<file path="src/rtl/dmactl_pkg.sv">
// Shared definitions for the DMA control register block.
// Assumes: an index space 8..15 for control registers, with the channel select
// in the low data bits and the set/clear flag in data bit 2.
package dmactl_pkg;

    localparam int IDX_W    = 4;
    localparam int FLAG_BIT = 2;

    // Control register indices; their values are fixed by the host decode.
    typedef enum logic [IDX_W-1:0] {
        IX_CMD   = 4'd8,
        IX_SWREQ = 4'd9,
        IX_MASK1 = 4'd10,
        IX_MODE  = 4'd11,
        IX_FFCLR = 4'd12,
        IX_MRST  = 4'd13,
        IX_MCLR  = 4'd14,
        IX_MALL  = 4'd15
    } ctl_idx_e;

    // Only the controller-disable bit of the command byte is accepted.
    localparam logic [7:0] CMD_OK_BITS = 8'h04;

    // One-cycle strobes produced by the decoder.
    typedef struct packed {
        logic cmd_we;
        logic swreq_we;
        logic mask1_we;
        logic mode_we;
        logic ff_clr;
        logic mrst;
        logic mclr;
        logic mall_we;
        logic st_rd;
        logic mask_rd;
    } ctl_strobe_t;

endpackage

</file>
<file path="src/rtl/dmactl_decode.sv">
// Index decoder: turns a host read or write into one-cycle strobes.
// Assumes: at most one of wr_en / rd_en is meaningful per index; indices 0..7
// belong to another block and produce no strobe here.
module dmactl_decode
    import dmactl_pkg::*;
(
    input  logic             wr_en,
    input  logic             rd_en,
    input  logic [IDX_W-1:0] port_idx,
    output ctl_strobe_t      st
);

    // Decode the index into write and read strobes.
    always_comb begin
        st = '0;
        if (wr_en) begin
            case (port_idx)
                IX_CMD:   st.cmd_we   = 1'b1;
                IX_SWREQ: st.swreq_we = 1'b1;
                IX_MASK1: st.mask1_we = 1'b1;
                IX_MODE:  st.mode_we  = 1'b1;
                IX_FFCLR: st.ff_clr   = 1'b1;
                IX_MRST: begin
                    st.mrst   = 1'b1;
                    st.ff_clr = 1'b1;
                end
                IX_MCLR:  st.mclr     = 1'b1;
                IX_MALL:  st.mall_we  = 1'b1;
                default:  ;
            endcase
        end
        if (rd_en) begin
            if (port_idx == IX_CMD)  st.st_rd   = 1'b1;
            if (port_idx == IX_MALL) st.mask_rd = 1'b1;
        end
    end

endmodule

</file>
<file path="src/rtl/dmactl_ctlregs.sv">
// Mask and command registers.
// Assumes: NCH is a power of two not above 2**FLAG_BIT, so the channel select
// fits below the flag bit.
module dmactl_ctlregs
    import dmactl_pkg::*;
#(
    parameter int NCH = 4,
    parameter int DW  = 8,
    localparam int CSW = $clog2(NCH)
) (
    input  logic           clk,
    input  logic           rst_n,
    input  ctl_strobe_t    st,
    input  logic [DW-1:0]  wr_data,
    output logic [NCH-1:0] mask_q,
    output logic           ctl_off_q
);

    logic cmd_legal;
    assign cmd_legal = (wr_data & ~DW'(CMD_OK_BITS)) == '0;

    // Mask register: all ones at reset, then the three write forms.
    always_ff @(posedge clk) begin
        if (!rst_n || st.mrst)
            mask_q <= '1;
        else if (st.mclr)
            mask_q <= '0;
        else if (st.mall_we)
            mask_q <= wr_data[NCH-1:0];
        else if (st.mask1_we)
            mask_q[wr_data[CSW-1:0]] <= wr_data[FLAG_BIT];
    end

    // Command register: only the disable bit is stored; other data is dropped.
    always_ff @(posedge clk) begin
        if (!rst_n || st.mrst)
            ctl_off_q <= 1'b0;
        else if (st.cmd_we && cmd_legal)
            ctl_off_q <= wr_data[FLAG_BIT];
    end

endmodule

</file>
<file path="src/rtl/dmactl_status.sv">
// Request and terminal-count status bits per channel.
// Assumes: dreq is already synchronous to clk; tc_done is a one-cycle pulse.
// Priority per channel: reset > software request > dreq edge; tc set > clear.
module dmactl_status
    import dmactl_pkg::*;
#(
    parameter int NCH = 4,
    parameter int DW  = 8,
    localparam int CSW = $clog2(NCH)
) (
    input  logic           clk,
    input  logic           rst_n,
    input  ctl_strobe_t    st,
    input  logic [DW-1:0]  wr_data,
    input  logic [NCH-1:0] dreq,
    input  logic [NCH-1:0] tc_done,
    output logic [NCH-1:0] req_q,
    output logic [NCH-1:0] tc_q
);

    logic [NCH-1:0] dreq_d;

    // Previous dreq level, for edge detection.
    always_ff @(posedge clk) begin
        if (!rst_n) dreq_d <= '0;
        else        dreq_d <= dreq;
    end

    for (genvar c = 0; c < NCH; c++) begin : g_ch
        logic hit;
        logic r_bit;
        logic t_bit;

        assign hit = st.swreq_we && (wr_data[CSW-1:0] == CSW'(c));

        // Request bit: software write first, then the dreq edges.
        always_ff @(posedge clk) begin
            if (!rst_n || st.mrst)
                r_bit <= 1'b0;
            else if (hit)
                r_bit <= wr_data[FLAG_BIT];
            else if (dreq[c] && !dreq_d[c])
                r_bit <= 1'b1;
            else if (!dreq[c] && dreq_d[c])
                r_bit <= 1'b0;
        end

        // Terminal-count bit: a new pulse beats any clear in the same cycle.
        always_ff @(posedge clk) begin
            if (!rst_n || st.mrst)
                t_bit <= 1'b0;
            else if (tc_done[c])
                t_bit <= 1'b1;
            else if (hit || st.st_rd)
                t_bit <= 1'b0;
        end

        assign req_q[c] = r_bit;
        assign tc_q[c]  = t_bit;
    end

endmodule

</file>
<file path="src/rtl/dmactl_modes.sv">
// Per-channel mode byte storage.
// Assumes: the mode byte is kept whole; field decoding belongs to the consumer.
module dmactl_modes
    import dmactl_pkg::*;
#(
    parameter int NCH = 4,
    parameter int DW  = 8,
    localparam int CSW = $clog2(NCH)
) (
    input  logic            clk,
    input  logic            rst_n,
    input  ctl_strobe_t     st,
    input  logic [DW-1:0]   wr_data,
    output logic [NCH*DW-1:0] mode_flat
);

    for (genvar c = 0; c < NCH; c++) begin : g_mode
        logic [DW-1:0] m_q;

        // Load this lane when the mode write selects it.
        always_ff @(posedge clk) begin
            if (!rst_n)
                m_q <= '0;
            else if (st.mode_we && (wr_data[CSW-1:0] == CSW'(c)))
                m_q <= wr_data;
        end

        assign mode_flat[c*DW +: DW] = m_q;
    end

endmodule

</file>
<file path="src/rtl/dmactl_arbiter.sv">
// Service vector and fixed-priority grant, channel 0 highest.
// Assumes: purely combinational; inputs are registered upstream.
module dmactl_arbiter #(
    parameter int NCH = 4
) (
    input  logic [NCH-1:0] req_q,
    input  logic [NCH-1:0] mask_q,
    input  logic           ctl_off,
    output logic [NCH-1:0] svc,
    output logic [NCH-1:0] grant
);

    logic [NCH:0] taken;

    assign svc      = req_q & ~mask_q & {NCH{~ctl_off}};
    assign taken[0] = 1'b0;

    for (genvar c = 0; c < NCH; c++) begin : g_pri
        assign grant[c]   = svc[c] & ~taken[c];
        assign taken[c+1] = taken[c] | svc[c];
    end

endmodule

</file>
<file path="src/rtl/dma_ctl_regs.sv">
// Top of the DMA control register block: decode, registers, read mux, arbiter.
// Assumes: NCH <= DW/2 so that status {req, tc} fits in one read byte.
module dma_ctl_regs
    import dmactl_pkg::*;
#(
    parameter int NCH = 4,
    parameter int DW  = 8
) (
    input  logic              clk,
    input  logic              rst_n,
    input  logic              wr_en,
    input  logic              rd_en,
    input  logic [IDX_W-1:0]  port_idx,
    input  logic [DW-1:0]     wr_data,
    output logic [DW-1:0]     rd_data,
    input  logic [NCH-1:0]    dreq,
    input  logic [NCH-1:0]    tc_done,
    output logic [NCH*DW-1:0] mode_out,
    output logic              ff_clear,
    output logic [NCH-1:0]    svc_req,
    output logic [NCH-1:0]    svc_grant
);

    ctl_strobe_t    st;
    logic [NCH-1:0] mask_vec;
    logic [NCH-1:0] req_vec;
    logic [NCH-1:0] tc_vec;
    logic           ctl_off;

    dmactl_decode u_dec (
        .wr_en    (wr_en),
        .rd_en    (rd_en),
        .port_idx (port_idx),
        .st       (st)
    );

    dmactl_ctlregs #(.NCH(NCH), .DW(DW)) u_ctl (
        .clk       (clk),
        .rst_n     (rst_n),
        .st        (st),
        .wr_data   (wr_data),
        .mask_q    (mask_vec),
        .ctl_off_q (ctl_off)
    );

    dmactl_status #(.NCH(NCH), .DW(DW)) u_sts (
        .clk     (clk),
        .rst_n   (rst_n),
        .st      (st),
        .wr_data (wr_data),
        .dreq    (dreq),
        .tc_done (tc_done),
        .req_q   (req_vec),
        .tc_q    (tc_vec)
    );

    dmactl_modes #(.NCH(NCH), .DW(DW)) u_mode (
        .clk       (clk),
        .rst_n     (rst_n),
        .st        (st),
        .wr_data   (wr_data),
        .mode_flat (mode_out)
    );

    dmactl_arbiter #(.NCH(NCH)) u_arb (
        .req_q   (req_vec),
        .mask_q  (mask_vec),
        .ctl_off (ctl_off),
        .svc     (svc_req),
        .grant   (svc_grant)
    );

    assign ff_clear = st.ff_clr;

    // Read mux: status, mask, or zero.
    always_comb begin
        rd_data = '0;
        if (st.st_rd) begin
            rd_data[NCH-1:0]     = tc_vec;
            rd_data[2*NCH-1:NCH] = req_vec;
        end else if (st.mask_rd) begin
            rd_data[NCH-1:0] = mask_vec;
        end
    end

endmodule

</file>
<file path="config.mk">
export PLATFORM = sky130hd
export DESIGN_NAME = dma_ctl_regs
export DESIGN_NICKNAME = d
export VERILOG_FILES = /design/src/rtl/dmactl_pkg.sv /design/src/rtl/dmactl_decode.sv /design/src/rtl/dmactl_ctlregs.sv /design/src/rtl/dmactl_status.sv /design/src/rtl/dmactl_modes.sv /design/src/rtl/dmactl_arbiter.sv /design/src/rtl/dma_ctl_regs.sv
export SDC_FILE = /design/constraint.sdc
export NUM_CORES = 1
export LEC_CHECK = 0
export BUFFER_PORTS_ARGS = -buffer_cell sky130_fd_sc_hd__buf_4
export CORE_AREA = 2 2 88 90
export DETAILED_ROUTE_END_ITERATION = 16
export DIE_AREA = 0 0 90 92
export GPL_TIMING_DRIVEN = 0
export PLACE_DENSITY_LB_ADDON = 0.25
export SETUP_SLACK_MARGIN = 0.02
export SYNTH_ARGS = -nofsm -noshare
export SYNTH_HDL_FRONTEND = slang
export SYNTH_HIERARCHICAL = 1
export SYNTH_SLANG_ARGS = --single-unit
</file>
<file path="constraint.sdc">
create_clock -name clk -period 3.2 [get_ports clk]
set_input_delay 0.16 -clock clk [delete_from_list [all_inputs] [get_ports clk]]
set_output_delay 0.16 -clock clk [all_outputs]
set_load 0.03 [all_outputs]
</file>
==> flow_metrics.env, run 1 <==
export IMPL_synth_area_um2=2221
export IMPL_ys_ff_latch=49
export IMPL_detail_route_antenna_nets=0
export IMPL_first_global_vias=1909
export IMPL_layout_filler_cells=810
export IMPL_cts_htree_levels=2
export IMPL_dp_final_hpwl_um=4311
export IMPL_crit_fanout=6
export IMPL_avgSynthCellArea_um2=9.065
export IMPL_tritoncts="yes"
export IMPL_cts_hold_fix_buffers=0
export IMPL_timing_critical_path_buf_inv=1
export IMPL_drt_wl_total_um=5634
export IMPL_powerDensity_nw_per_um2=399.7
export IMPL_timing_final_setup_violations=0
export IMPL_post_drt_wl_per_cell_um=13.19
export IMPL_max_slew_worst_pin_slew_ns=0.4328
export IMPL_ctsLongestPathBuffers=2
export IMPL_cpMaxStageDelayCell="sky130_fd_sc_hd__dfxtp_1"
export IMPL_max_cap_violations=0
export IMPL_worstSkewPairLatency_ns=0.29
export IMPL_die_outline_width_um=90
export IMPL_vias_per_cell=4.438
export IMPL_routabilityCongestion=0.7886
export IMPL_port_buffers=72
export IMPL_max_slew_margin_pct=71.15
export IMPL_clkSinkCount=49
export IMPL_timing_final_hold_violations=0
export IMPL_totalNegativeSetupSlack_ns=0
export IMPL_first_pass_grt_wire_length_um=9439
export IMPL_clock_buffer_count_from_cts=5
export IMPL_ff2ff_setup_slack_ns=2.27
export IMPL_fin_crit_sh_pct=44.59
export IMPL_synth_distinct_cells=37
export IMPL_synth_sequential_area_ratio_pct=44.17
export IMPL_globalRouteOverflowTotal=0
export IMPL_core_region_area_um2=7447
export IMPL_post_route_min_period_ns=1.427
export IMPL_number_of_cells_produced_by_synthesis=245
export IMPL_post_cts_repair_setup_buffers=0
export IMPL_die_h_um=92
export IMPL_total_nets_final=348
export IMPL_fraction_of_final_layout_cells_sized_beyond_drive_strength_1_pct=32.00
export IMPL_synthesis_yosys_warnings=6
export IMPL_result_of_the_run="finished, final reports clean"
export IMPL_fp_row_count=32
export IMPL_ys_dominant_reg_cell="sky130_fd_sc_hd__dfxtp_1"
export IMPL_remaining_drcs=0
export IMPL_crit_path_cell_trace="nor3b_2, o21ai_1, nor2_1, buf_4"
export IMPL_hold_removal_path_class="in2reg"
export IMPL_synth_enable_flop_cells=0
export IMPL_cts_reportedPaths_clkPinSlew_ns=0.09
export IMPL_synthToLayoutAreaGrowth_pct=35.10
export IMPL_unrepaired_setup_endpoints_after_global_routing="false"
export IMPL_post_synthesis_async_set_or_reset_flop_share_pct=0
export IMPL_worst_setup_start_kind="register"
export IMPL_critical_setup_path_class="reg2out"
export IMPL_dr_total_vias=1895
export IMPL_initial_core_util_pct=29.82
export IMPL_detail_route_first_pass_iterations=4
export IMPL_setup_ws_ns=1.773
export IMPL_cp_data_arrival_time_ns=1.27
export IMPL_antennaDiodeCount=0
export IMPL_seqCellArea_um2=980.9
export IMPL_synth_fp_nets=269
export IMPL_worst_endpoint_required_ns=3.04
export IMPL_io_count=73
export IMPL_dp_slack_ns=1.570
export IMPL_critPathTopFamily="flip-flops"
export IMPL_grt_max_degree=16
export IMPL_fin_skew_ns=0.001444
export IMPL_footprint_of_the_multi_input_gates_um2=1072
export IMPL_floorplan_die_area_um2=8280
export IMPL_power_leakage_uw=0.001469
export IMPL_ctsResizeCount=0
export IMPL_irDropWorstVdd_mv=0.2026
export IMPL_library_cell_used_as_clock_root_buffer="sky130_fd_sc_hd__clkbuf_8"
export IMPL_detail_route_iter0_violations=58
export IMPL_cpPeakStageDelay_ns=0.39
export IMPL_number_of_antenna_violations_at_the_first_check_in_global_routing=0
export IMPL_cp_end_kind="output pin"
export IMPL_grt_util_all_layers_pct=14.19
export IMPL_finalMaxSlewViolations=0
export IMPL_maxClockFrequency_mhz=700.8
layout by cell type, fill, tap and decap left out, types with 2 or more instances in the layout:
cell type / instances
sky130_fd_sc_hd__buf_4: 82
sky130_fd_sc_hd__dfxtp_1: 49
sky130_fd_sc_hd__nand2_1: 39
sky130_fd_sc_hd__mux2i_1: 27
sky130_fd_sc_hd__nor2_1: 21
sky130_fd_sc_hd__inv_1: 13
sky130_fd_sc_hd__and2_1: 9
sky130_fd_sc_hd__nand2b_1: 6
sky130_fd_sc_hd__nand3b_1: 6
sky130_fd_sc_hd__clkbuf_8: 5
sky130_fd_sc_hd__a21oi_1: 5
sky130_fd_sc_hd__buf_2: 5
sky130_fd_sc_hd__and3_1: 5
sky130_fd_sc_hd__nand3_1: 4
sky130_fd_sc_hd__o21ai_0: 4
sky130_fd_sc_hd__a311oi_1: 4
sky130_fd_sc_hd__a31oi_1: 4
sky130_fd_sc_hd__o21ai_1: 3
sky130_fd_sc_hd__nor2b_1: 3
sky130_fd_sc_hd__clkbuf_1: 3
sky130_fd_sc_hd__a2bb2oi_1: 3
sky130_fd_sc_hd__a22o_1: 2
sky130_fd_sc_hd__nor3_2: 2
sky130_fd_sc_hd__nor3b_1: 2
sky130_fd_sc_hd__a21boi_0: 2
sky130_fd_sc_hd__o21a_1: 2
sky130_fd_sc_hd__or3b_1: 2
flip-flops by register name, summed over array words and instances (netlist names):
name	count
u_sts/g_ch.t_bit	4
u_sts/g_ch.r_bit	4
u_mode/g_mode.m_q	32
u_sts/dreq_d	4
u_ctl/ctl_off_q	1
u_ctl/mask_q	4
tightest hold or removal path, cell delays in order:
cell,delay (ns)
sky130_fd_sc_hd__buf_4,0.08
sky130_fd_sc_hd__a31oi_1,0.03
sky130_fd_sc_hd__nor2_1,0.07
layer usage:
layer / vias to the layer above / share of wire [%] / GRT usage (%)
met5: - / 0 / 0
met4: 0 / 0.37 / 3.846
met3: 2 / 8.5 / 5.752
met2: 61 / 45 / 22.62
met1: 851 / 46 / 17.81
li1: 981 / - / -
cell type report:
class	count	share of cell area [%]
buffer	18	3.962
tap	102	4.254
inverter	13	1.626
multi-input combinational	165	35.74
sequential	49	32.69
timing repair buffer	72	18.01
clock buffer	6	2.419
clock inverter	2	1.293
cells in the mapped netlist, types with 2 or more instances:
master | n | share of area (%)
sky130_fd_sc_hd__nor2_1 | 21 | 3.5
sky130_fd_sc_hd__a22o_1 | 2 | 0.79
sky130_fd_sc_hd__a21boi_0 | 2 | 0.68
sky130_fd_sc_hd__buf_2 | 5 | 1.1
sky130_fd_sc_hd__nand3_1 | 4 | 0.90
sky130_fd_sc_hd__o21ai_0 | 4 | 0.90
sky130_fd_sc_hd__a2bb2oi_1 | 3 | 1.2
sky130_fd_sc_hd__and3_1 | 5 | 1.4
sky130_fd_sc_hd__nand3b_1 | 6 | 2.0
sky130_fd_sc_hd__nor2b_1 | 3 | 0.85
sky130_fd_sc_hd__or3b_1 | 2 | 0.79
sky130_fd_sc_hd__a31oi_1 | 4 | 1.1
sky130_fd_sc_hd__inv_1 | 13 | 2.2
sky130_fd_sc_hd__a21oi_1 | 5 | 1.1
sky130_fd_sc_hd__a311oi_1 | 4 | 1.6
sky130_fd_sc_hd__dfxtp_1 | 49 | 44
sky130_fd_sc_hd__buf_4 | 10 | 3.4
sky130_fd_sc_hd__o21a_1 | 2 | 0.68
sky130_fd_sc_hd__mux2i_1 | 27 | 12
sky130_fd_sc_hd__nor3b_1 | 2 | 0.68
sky130_fd_sc_hd__clkbuf_1 | 2 | 0.34
sky130_fd_sc_hd__and2_1 | 9 | 2.5
sky130_fd_sc_hd__nor3_2 | 2 | 0.90
sky130_fd_sc_hd__nand2_1 | 39 | 6.6
sky130_fd_sc_hd__nand2b_1 | 6 | 1.7
sky130_fd_sc_hd__o21ai_1 | 3 | 0.68
per-stage QoR:
stage          total power [µW]  hold WS (ns)  instance area (µm²)  utilization (%)  std cells
2_1_floorplan             712.9        0.2777                 2221                -        245
3_3_place_gp              774.5        0.3723                 2889            38.79        419
3_5_place_dp              775.8        0.3796                 2889            38.79        419
4_1_cts                    1222       0.05825                 3000            40.29        427
5_1_grt                    1264       0.05038                 3000            40.29        427
6_report                   1199       0.07566                 3000            40.29        427
kinds of logic (layout without fill, tap and decap cells):
kind of cell,count (synthesis),count (layout),share of synthesized area (%)
AOI/OAI and AO/OA,32,32,9.802
buffers and inverters,31,111,7.549
DFF,49,49,44.17
and+or+nand+nor,106,106,26.31
muxes,27,27,12.17
power breakdown:
group / internal [µW] / switching (µW) / total (µW)
Clock: 235 / 204 / 439
Sequential: 624 / 7.15 / 631
Combinational: 58.4 / 71.3 / 130
path summary, 6_finish.rpt:
path                                        start                                   end  cells after the start
max                  u_ctl/ctl_off_q$_SDFFE_PP0P_                          svc_grant[3]                      4
min reg2reg  u_mode/g_mode[0].m_q[2]$_SDFFE_PN0P_  u_mode/g_mode[0].m_q[2]$_SDFFE_PN0P_                      2
min                                    tc_done[0]      u_sts/g_ch[0].t_bit$_SDFFE_PP0P_                      3
max reg2reg          u_ctl/ctl_off_q$_SDFFE_PP0P_          u_ctl/ctl_off_q$_SDFFE_PP0P_                      3
Note: power is estimated with default switching activity, not from simulation.
==> inputs of run 2 (changes only) <==
clock period = 1.3 ns   (was 3.2 ns; I/O delays follow)
==> run 2 against run 1 <==
  * Sequential cell count stayed put
  * Via count is 3.9% higher
  * Power is 140% higher
  * Cell area is 5.0% higher
  * Routed wire length is 6.2% higher
  * Worst hold slack worse by 0.028 ns
  * Sequential share of layout area is 1.2 points lower
  * Critical path type unchanged
  * Largest power group unchanged
==> flow_metrics.env, run 2 (synthesized netlist as in run 1, its figures left out) <==
export IMPL_result_of_the_run="finished, final reports clean"
export IMPL_clock_buffer_count_from_cts=5
export IMPL_most_common_layout_cells="sky130_fd_sc_hd__buf_4 (75), sky130_fd_sc_hd__dfxtp_1 (42), sky130_fd_sc_hd__nand2_1 (39)"
export IMPL_vias_per_cell=4.558
export IMPL_floorplan_die_area_um2=8280
export IMPL_worst_hold_path_num_cells=2
export IMPL_timing_hold_worst_start="rst_n"
export IMPL_post_route_min_period_ns=1.272
export IMPL_max_slew_worst_pin_slew_ns=0.4330
export IMPL_port_buffers=72
export IMPL_worst_hold_slack_ns=0.04732
export IMPL_power_leakage_uw=0.001507
export IMPL_die_h_um=92
export IMPL_cp_end_kind="output pin"
export IMPL_max_cap_violations=0
export IMPL_hold_path_endpoint="u_sts/dreq_d[0]$_SDFF_PN0_"
export IMPL_fin_skew_ns=0.001067
export IMPL_powerDensity_nw_per_um2=898.0
export IMPL_drt_wl_total_um=5985
export IMPL_core_region_area_um2=7447
export IMPL_layout_core_utilization_pct=42.32
export IMPL_initial_core_util_pct=29.82
export IMPL_detail_route_iter0_violations=46
export IMPL_layout_commonest_cell="sky130_fd_sc_hd__buf_4"
export IMPL_cpPeakStageDelay_ns=0.39
export IMPL_ctsLongestPathBuffers=2
export IMPL_dr_total_vias=1969
export IMPL_cts_htree_levels=2
export IMPL_layout_filler_cells=793
export IMPL_number_of_antenna_violations_at_the_first_check_in_global_routing=0
export IMPL_post_route_cell_area_um2=3152
export IMPL_first_global_vias=1902
export IMPL_maxClockFrequency_mhz=786.4
export IMPL_detail_route_first_pass_iterations=4
export IMPL_globalRouteOverflowTotal=0
export IMPL_total_nets_final=354
export IMPL_first_pass_grt_wire_length_um=9570
export IMPL_routabilityCongestion=0.7598
export IMPL_library_cell_used_as_clock_root_buffer="sky130_fd_sc_hd__clkbuf_8"
export IMPL_post_drt_wl_per_cell_um=13.85
export IMPL_crit_path_cell_trace="nor3b_4, o21ai_1, nor2_2, buf_6"
export IMPL_max_flop_register="u_mode/g_mode.m_q"
export IMPL_die_outline_width_um=90
export IMPL_rr_endpoint="u_ctl/mask_q[2]$_SDFFE_PP1P_"
export IMPL_detail_route_antenna_nets=0
export IMPL_io_count=73
export IMPL_timing_final_hold_violations=0
export IMPL_crit_fanout=4
export IMPL_grt_max_degree=16
export IMPL_worst_setup_start_kind="register"
export IMPL_grt_util_all_layers_pct=14.43
export IMPL_remaining_drcs=0
export IMPL_hold_removal_path_class="in2reg"
export IMPL_antennaDiodeCount=0
export IMPL_worst_endpoint_required_ns=1.24
export IMPL_clkSinkCount=49
export IMPL_finalMaxSlewViolations=0
export IMPL_tritoncts="yes"
export IMPL_ff2ff_setup_slack_ns=0.39
export IMPL_cts_reportedPaths_clkPinSlew_ns=0.09
export IMPL_cp_data_arrival_time_ns=1.21
export IMPL_max_reg_flops=32
export IMPL_timing_final_setup_violations=0
export IMPL_dp_final_hpwl_um=4371
export IMPL_synthToLayoutAreaGrowth_pct=41.92
export IMPL_max_slew_margin_pct=71.13
export IMPL_unrepaired_setup_endpoints_after_global_routing="true"
export IMPL_post_dp_cell_area_um2=2909
export IMPL_cpMaxStageDelayCell="sky130_fd_sc_hd__dfxtp_4"
export IMPL_timing_rr_start="u_ctl/mask_q[2]$_SDFFE_PP1P_"
export IMPL_irDropWorstVdd_mv=0.4283
export IMPL_fp_row_count=32
export IMPL_worstSkewPairLatency_ns=0.30
export IMPL_timing_reg2reg_worst_path_depth=3
export IMPL_fraction_of_final_layout_cells_sized_beyond_drive_strength_1_pct=36.06
export IMPL_fin_crit_sh_pct=97.82
export IMPL_critical_setup_path_class="reg2out"
export IMPL_totalNegativeSetupSlack_ns=0
[run 2: cell types whose count changed in the layout (fill, tap and decap cells not counted), sizes merged]
cell,delta
buf,-2
bufinv,-1
clkinv,-1
clkinvlp,+1
dlygate4sd3,+8
[run 2: timing repair]
action | in CTS | in global routing
setup endpoints to repair | 4 | 10
hold buffers | 8 | 0
hold endpoints to repair | 8 | 0
pin swaps | 5 | 4
cloned | 0 | 0
resized for setup | 15 | 10
buffers inserted | 2 | 0
[run 2: worst max-delay path, delay by kind of cell (launching register included)]
kind                   cells  cell delay [ns]
buffers and inverters      1             0.13
AO/OA/AOI/OAI              1             0.10
AND/OR/NAND/NOR            2             0.28
flip-flops                 1             0.39
[run 2: layout make-up]
class                           instances  area [µm²]  area share, %
Multi-Input combinational cell        165        1150          36.48
Sequential cell                        49       992.2          31.48
Timing Repair Buffer                   82       654.4          20.76
Tap cell                              102       127.6          4.049
Buffer                                 14       88.84          2.819
Clock buffer                            6       82.58          2.620
Inverter                               13       48.80          1.548
Clock inverter                          1       7.507         0.2382
[run 2: how the worst max path moves through the flow]
stage                                startpoint                              endpoint  slack (ns)
3_3_place_gp                        port_idx[2]  u_mode/g_mode[0].m_q[1]$_SDFFE_PN0P_       -0.22
4_1_cts            u_ctl/ctl_off_q$_SDFFE_PP0P_                          svc_grant[3]      -0.007
5_1_grt        u_sts/g_ch[2].r_bit$_SDFFE_PP0P_                          svc_grant[2]       -0.05
6_report           u_ctl/ctl_off_q$_SDFFE_PP0P_                          svc_grant[3]        0.03
3_5_place_dp                        port_idx[2]  u_mode/g_mode[0].m_q[1]$_SDFFE_PN0P_       -0.23
2_1_floorplan      u_ctl/ctl_off_q$_SDFFE_PP0P_                          svc_grant[3]        0.03
[run 2: through the flow]
step,power [µW],instances,setup WS [ns]
2_1_floorplan,1759,245,0.03039
3_3_place_gp,1908,419,-0.2232
3_5_place_dp,1914,419,-0.2259
4_1_cts,2886,435,-0.006808
5_1_grt,2966,432,-0.05390
6_report,2830,432,0.02836
[run 2: where the power goes]
group | leakage, µW | internal [µW] | total (µW) | switching (µW)
Sequential | 0.000400 | 1540 | 1560 | 26.7
Combinational | 0.00106 | 158 | 338 | 181
Clock | 0.0000433 | 422 | 930 | 508
[run 2: per-layer routing]
layer | up-vias | track usage (%) | share of wire, %
li1 | 993 | - | -
met1 | 907 | 17.69 | 44
met2 | 63 | 24.00 | 47
met3 | 6 | 5.259 | 7.7
met4 | 0 | 3.846 | 1.2
met5 | - | 0 | 0
==> inputs of run 3 (changes only) <==
--- a/config.mk
+++ b/config.mk
@@ -13,2 +13,3 @@
 export PLACE_DENSITY_LB_ADDON = 0.25
+export RECOVER_POWER = 25
 export SETUP_SLACK_MARGIN = 0.02
==> constraint.sdc (replaced) <==
create_clock -name clk -period 1.3 [get_ports clk]
set_input_delay 0.325 -clock clk [delete_from_list [all_inputs] [get_ports clk]]
set_output_delay 0.325 -clock clk [all_outputs]
set_load 0.03 [all_outputs]
==> run 3 against run 2 <==
  * The flow now finishes with violations (setup timing)
  * Sequential cell count stayed put
  * Sequential power hardly changed
  * Clock-buffer cell count stayed put
  * Sequential share of layout area is 2.5 points lower
  * Cell count is 1.4% higher
  * Routed wire length is 1.0% lower
  * Global-route usage is 0.23 points higher
  * Via count is 0.46% lower
  * Combinational power is 13% higher
  * Utilization is 3.8 points higher
==> flow_metrics.env, run 3 (synthesized netlist as in run 1, its figures left out) <==
export IMPL_result_of_the_run="complete, but fails checks"
export IMPL_violations_in_the_final_reports="setup timing"
export IMPL_timing_final_setup_violations=25
export IMPL_post_route_min_period_ns=1.600
export IMPL_layout_core_utilization_pct=46.15
export IMPL_worst_endpoint_required_ns=0.98
export IMPL_ctsLongestPathBuffers=2
export IMPL_cts_htree_levels=2
export IMPL_dp_final_hpwl_um=4334
export IMPL_antennaDiodeCount=0
export IMPL_floorplan_die_area_um2=8280
export IMPL_internal_power_uw=2341
export IMPL_globalRouteOverflowTotal=0
export IMPL_grt_max_degree=16
export IMPL_totalNegativeSetupSlack_ns=-3.805
export IMPL_routabilityCongestion=0.8051
export IMPL_detail_route_iter0_violations=43
export IMPL_worst_setup_start_kind="input port"
export IMPL_detail_route_antenna_nets=0
export IMPL_layout_commonest_cell="sky130_fd_sc_hd__buf_4"
export IMPL_max_cap_violations=0
export IMPL_fin_crit_sh_pct=123.1
export IMPL_total_nets_final=359
export IMPL_unrepaired_setup_endpoints_after_global_routing="true"
export IMPL_core_region_area_um2=7447
export IMPL_die_outline_width_um=90
export IMPL_number_of_antenna_violations_at_the_first_check_in_global_routing=0
export IMPL_post_drt_wl_per_cell_um=13.53
export IMPL_timing_final_hold_violations=0
export IMPL_first_pass_grt_wire_length_um=9729
export IMPL_clock_power_share_pct=36.8
export IMPL_crit_fanout=4
export IMPL_net_sw_power_uw=734.1
export IMPL_max_slew_worst_pin_slew_ns=0.4545
export IMPL_first_global_vias=1920
export IMPL_post_route_cell_area_um2=3437
export IMPL_max_reg_flops=32
export IMPL_setup_ws_ns=-0.2997
export IMPL_library_cell_used_as_clock_root_buffer="sky130_fd_sc_hd__clkbuf_8"
export IMPL_drt_wl_total_um=5925
export IMPL_post_dp_cell_area_um2=3033
export IMPL_cts_reportedPaths_clkPinSlew_ns=0.09
export IMPL_critical_setup_path_class="in2out"
export IMPL_fraction_of_final_layout_cells_sized_beyond_drive_strength_1_pct=46.13
export IMPL_initial_core_util_pct=29.82
export IMPL_powerDensity_nw_per_um2=894.6
export IMPL_max_slew_margin_pct=69.70
export IMPL_worstSkewPairLatency_ns=0.29
export IMPL_maxClockFrequency_mhz=625.1
export IMPL_fin_skew_ns=0.0001909
export IMPL_vias_per_cell=4.475
export IMPL_cp_end_kind="output pin"
export IMPL_clock_buffer_count_from_cts=5
export IMPL_switching_share_pct=23.87
export IMPL_sequentialPowerShare_pct=50.8
export IMPL_die_h_um=92
export IMPL_tritoncts="yes"
export IMPL_grt_util_all_layers_pct=14.67
export IMPL_io_count=73
export IMPL_dr_total_vias=1960
export IMPL_remaining_drcs=0
export IMPL_clkSinkCount=49
export IMPL_synthToLayoutAreaGrowth_pct=54.76
export IMPL_port_buffers=72
export IMPL_finalMaxSlewViolations=0
export IMPL_fp_row_count=32
export IMPL_detail_route_first_pass_iterations=4
export IMPL_irDropWorstVdd_mv=0.5121
export IMPL_portion_of_total_power_attributed_to_combinational_logic_pct=12.4
export IMPL_power_leakage_uw=0.001624
export IMPL_layout_filler_cells=748
export IMPL_hold_removal_path_class="in2reg"
export IMPL_most_common_layout_cells="sky130_fd_sc_hd__buf_4 (52), sky130_fd_sc_hd__dfxtp_1 (41), sky130_fd_sc_hd__nand2_1 (36)"
export IMPL_cp_data_arrival_time_ns=1.27
export IMPL_max_flop_register="u_mode/g_mode.m_q"
-- run 3: cell types whose count changed in the layout (fill, tap and decap cells not counted), moves of 4 or more --
cell,previous run,this run
sky130_fd_sc_hd__and2_1,8,1
sky130_fd_sc_hd__and2_4,1,5
sky130_fd_sc_hd__buf_4,75,52
sky130_fd_sc_hd__buf_6,6,27
sky130_fd_sc_hd__clkbuf_2,0,13
sky130_fd_sc_hd__dlygate4sd3_1,8,0
sky130_fd_sc_hd__nor2_4,2,6
-- run 3: cell type report --
| cell class | count | area (µm²) | share of cell area, % |
|---|---|---|---|
| inverters | 13 | 51.30 | 1.493 |
| multi-input cells | 165 | 1296 | 37.71 |
| clock buffers | 6 | 82.58 | 2.403 |
| plain buffers | 15 | 113.9 | 3.313 |
| repair buffers | 86 | 732.0 | 21.30 |
| clock inverters | 2 | 37.54 | 1.092 |
| flip-flops and latches | 49 | 996.0 | 28.98 |
| well taps | 102 | 127.6 | 3.713 |
-- run 3: metal layers --
layer	part of all wire, %	wire (µm)	up-vias	GRT usage (%)
met5	0	0	-	0
met4	0.91	54	0	3.974
met3	6.1	359	4	3.944
met2	48	2840	54	24.37
met1	45	2671	891	18.85
li1	-	-	1011	-
-- run 3: per-stage QoR --
step | worst slack (ns) | hold slack, ns | total power (µW) | instances
finish | -0.2997 | 0.2404 | 3075 | 438
global route | -0.3555 | 0.2350 | 3235 | 438
CTS | -0.3253 | 0.2320 | 3103 | 433
detailed placement | -0.4262 | 0.4524 | 1935 | 419
global placement | -0.4144 | 0.4477 | 1930 | 419
floorplan | -0.1475 | 0.4427 | 1778 | 245
-- run 3: power groups by stage --
stage | logic [µW] | clock network (µW) | registers [µW]
global placement | 341 | 0 | 1590
CTS | 366 | 1180 | 1560
floorplan | 185 | 0 | 1590
detailed placement | 346 | 0 | 1590
global route | 417 | 1250 | 1570
finish | 381 | 1130 | 1560
-- run 3: final timing paths --
kind                                                            from                              endpoint  slack [ns]  cells past startpoint
worst max-delay path                                     port_idx[2]                            rd_data[3]       -0.30                      6
worst min-delay path                                      tc_done[2]      u_sts/g_ch[2].t_bit$_SDFFE_PP0P_        0.24                      3
worst max register to register          u_ctl/mask_q[2]$_SDFFE_PP1P_          u_ctl/mask_q[2]$_SDFFE_PP1P_        0.40                      3
worst min register to register  u_mode/g_mode[1].m_q[0]$_SDFFE_PN0P_  u_mode/g_mode[1].m_q[0]$_SDFFE_PN0P_        0.46                      2
-- run 3: repair_timing --
action,CTS,global route
gates resized for setup,47,17
setup buffers,8,5
hold buffers,0,0
pin swaps,7,10
endpoints found under the setup margin,24,20
gates cloned,1,0
-- run 3: critical path, cell delays in order --
cell and delay (ns):
sky130_fd_sc_hd__buf_8 0.10, sky130_fd_sc_hd__nor4_4 0.27, sky130_fd_sc_hd__buf_6 0.17, sky130_fd_sc_hd__nor2b_4 0.05
sky130_fd_sc_hd__a22o_4 0.22, sky130_fd_sc_hd__buf_6 0.13
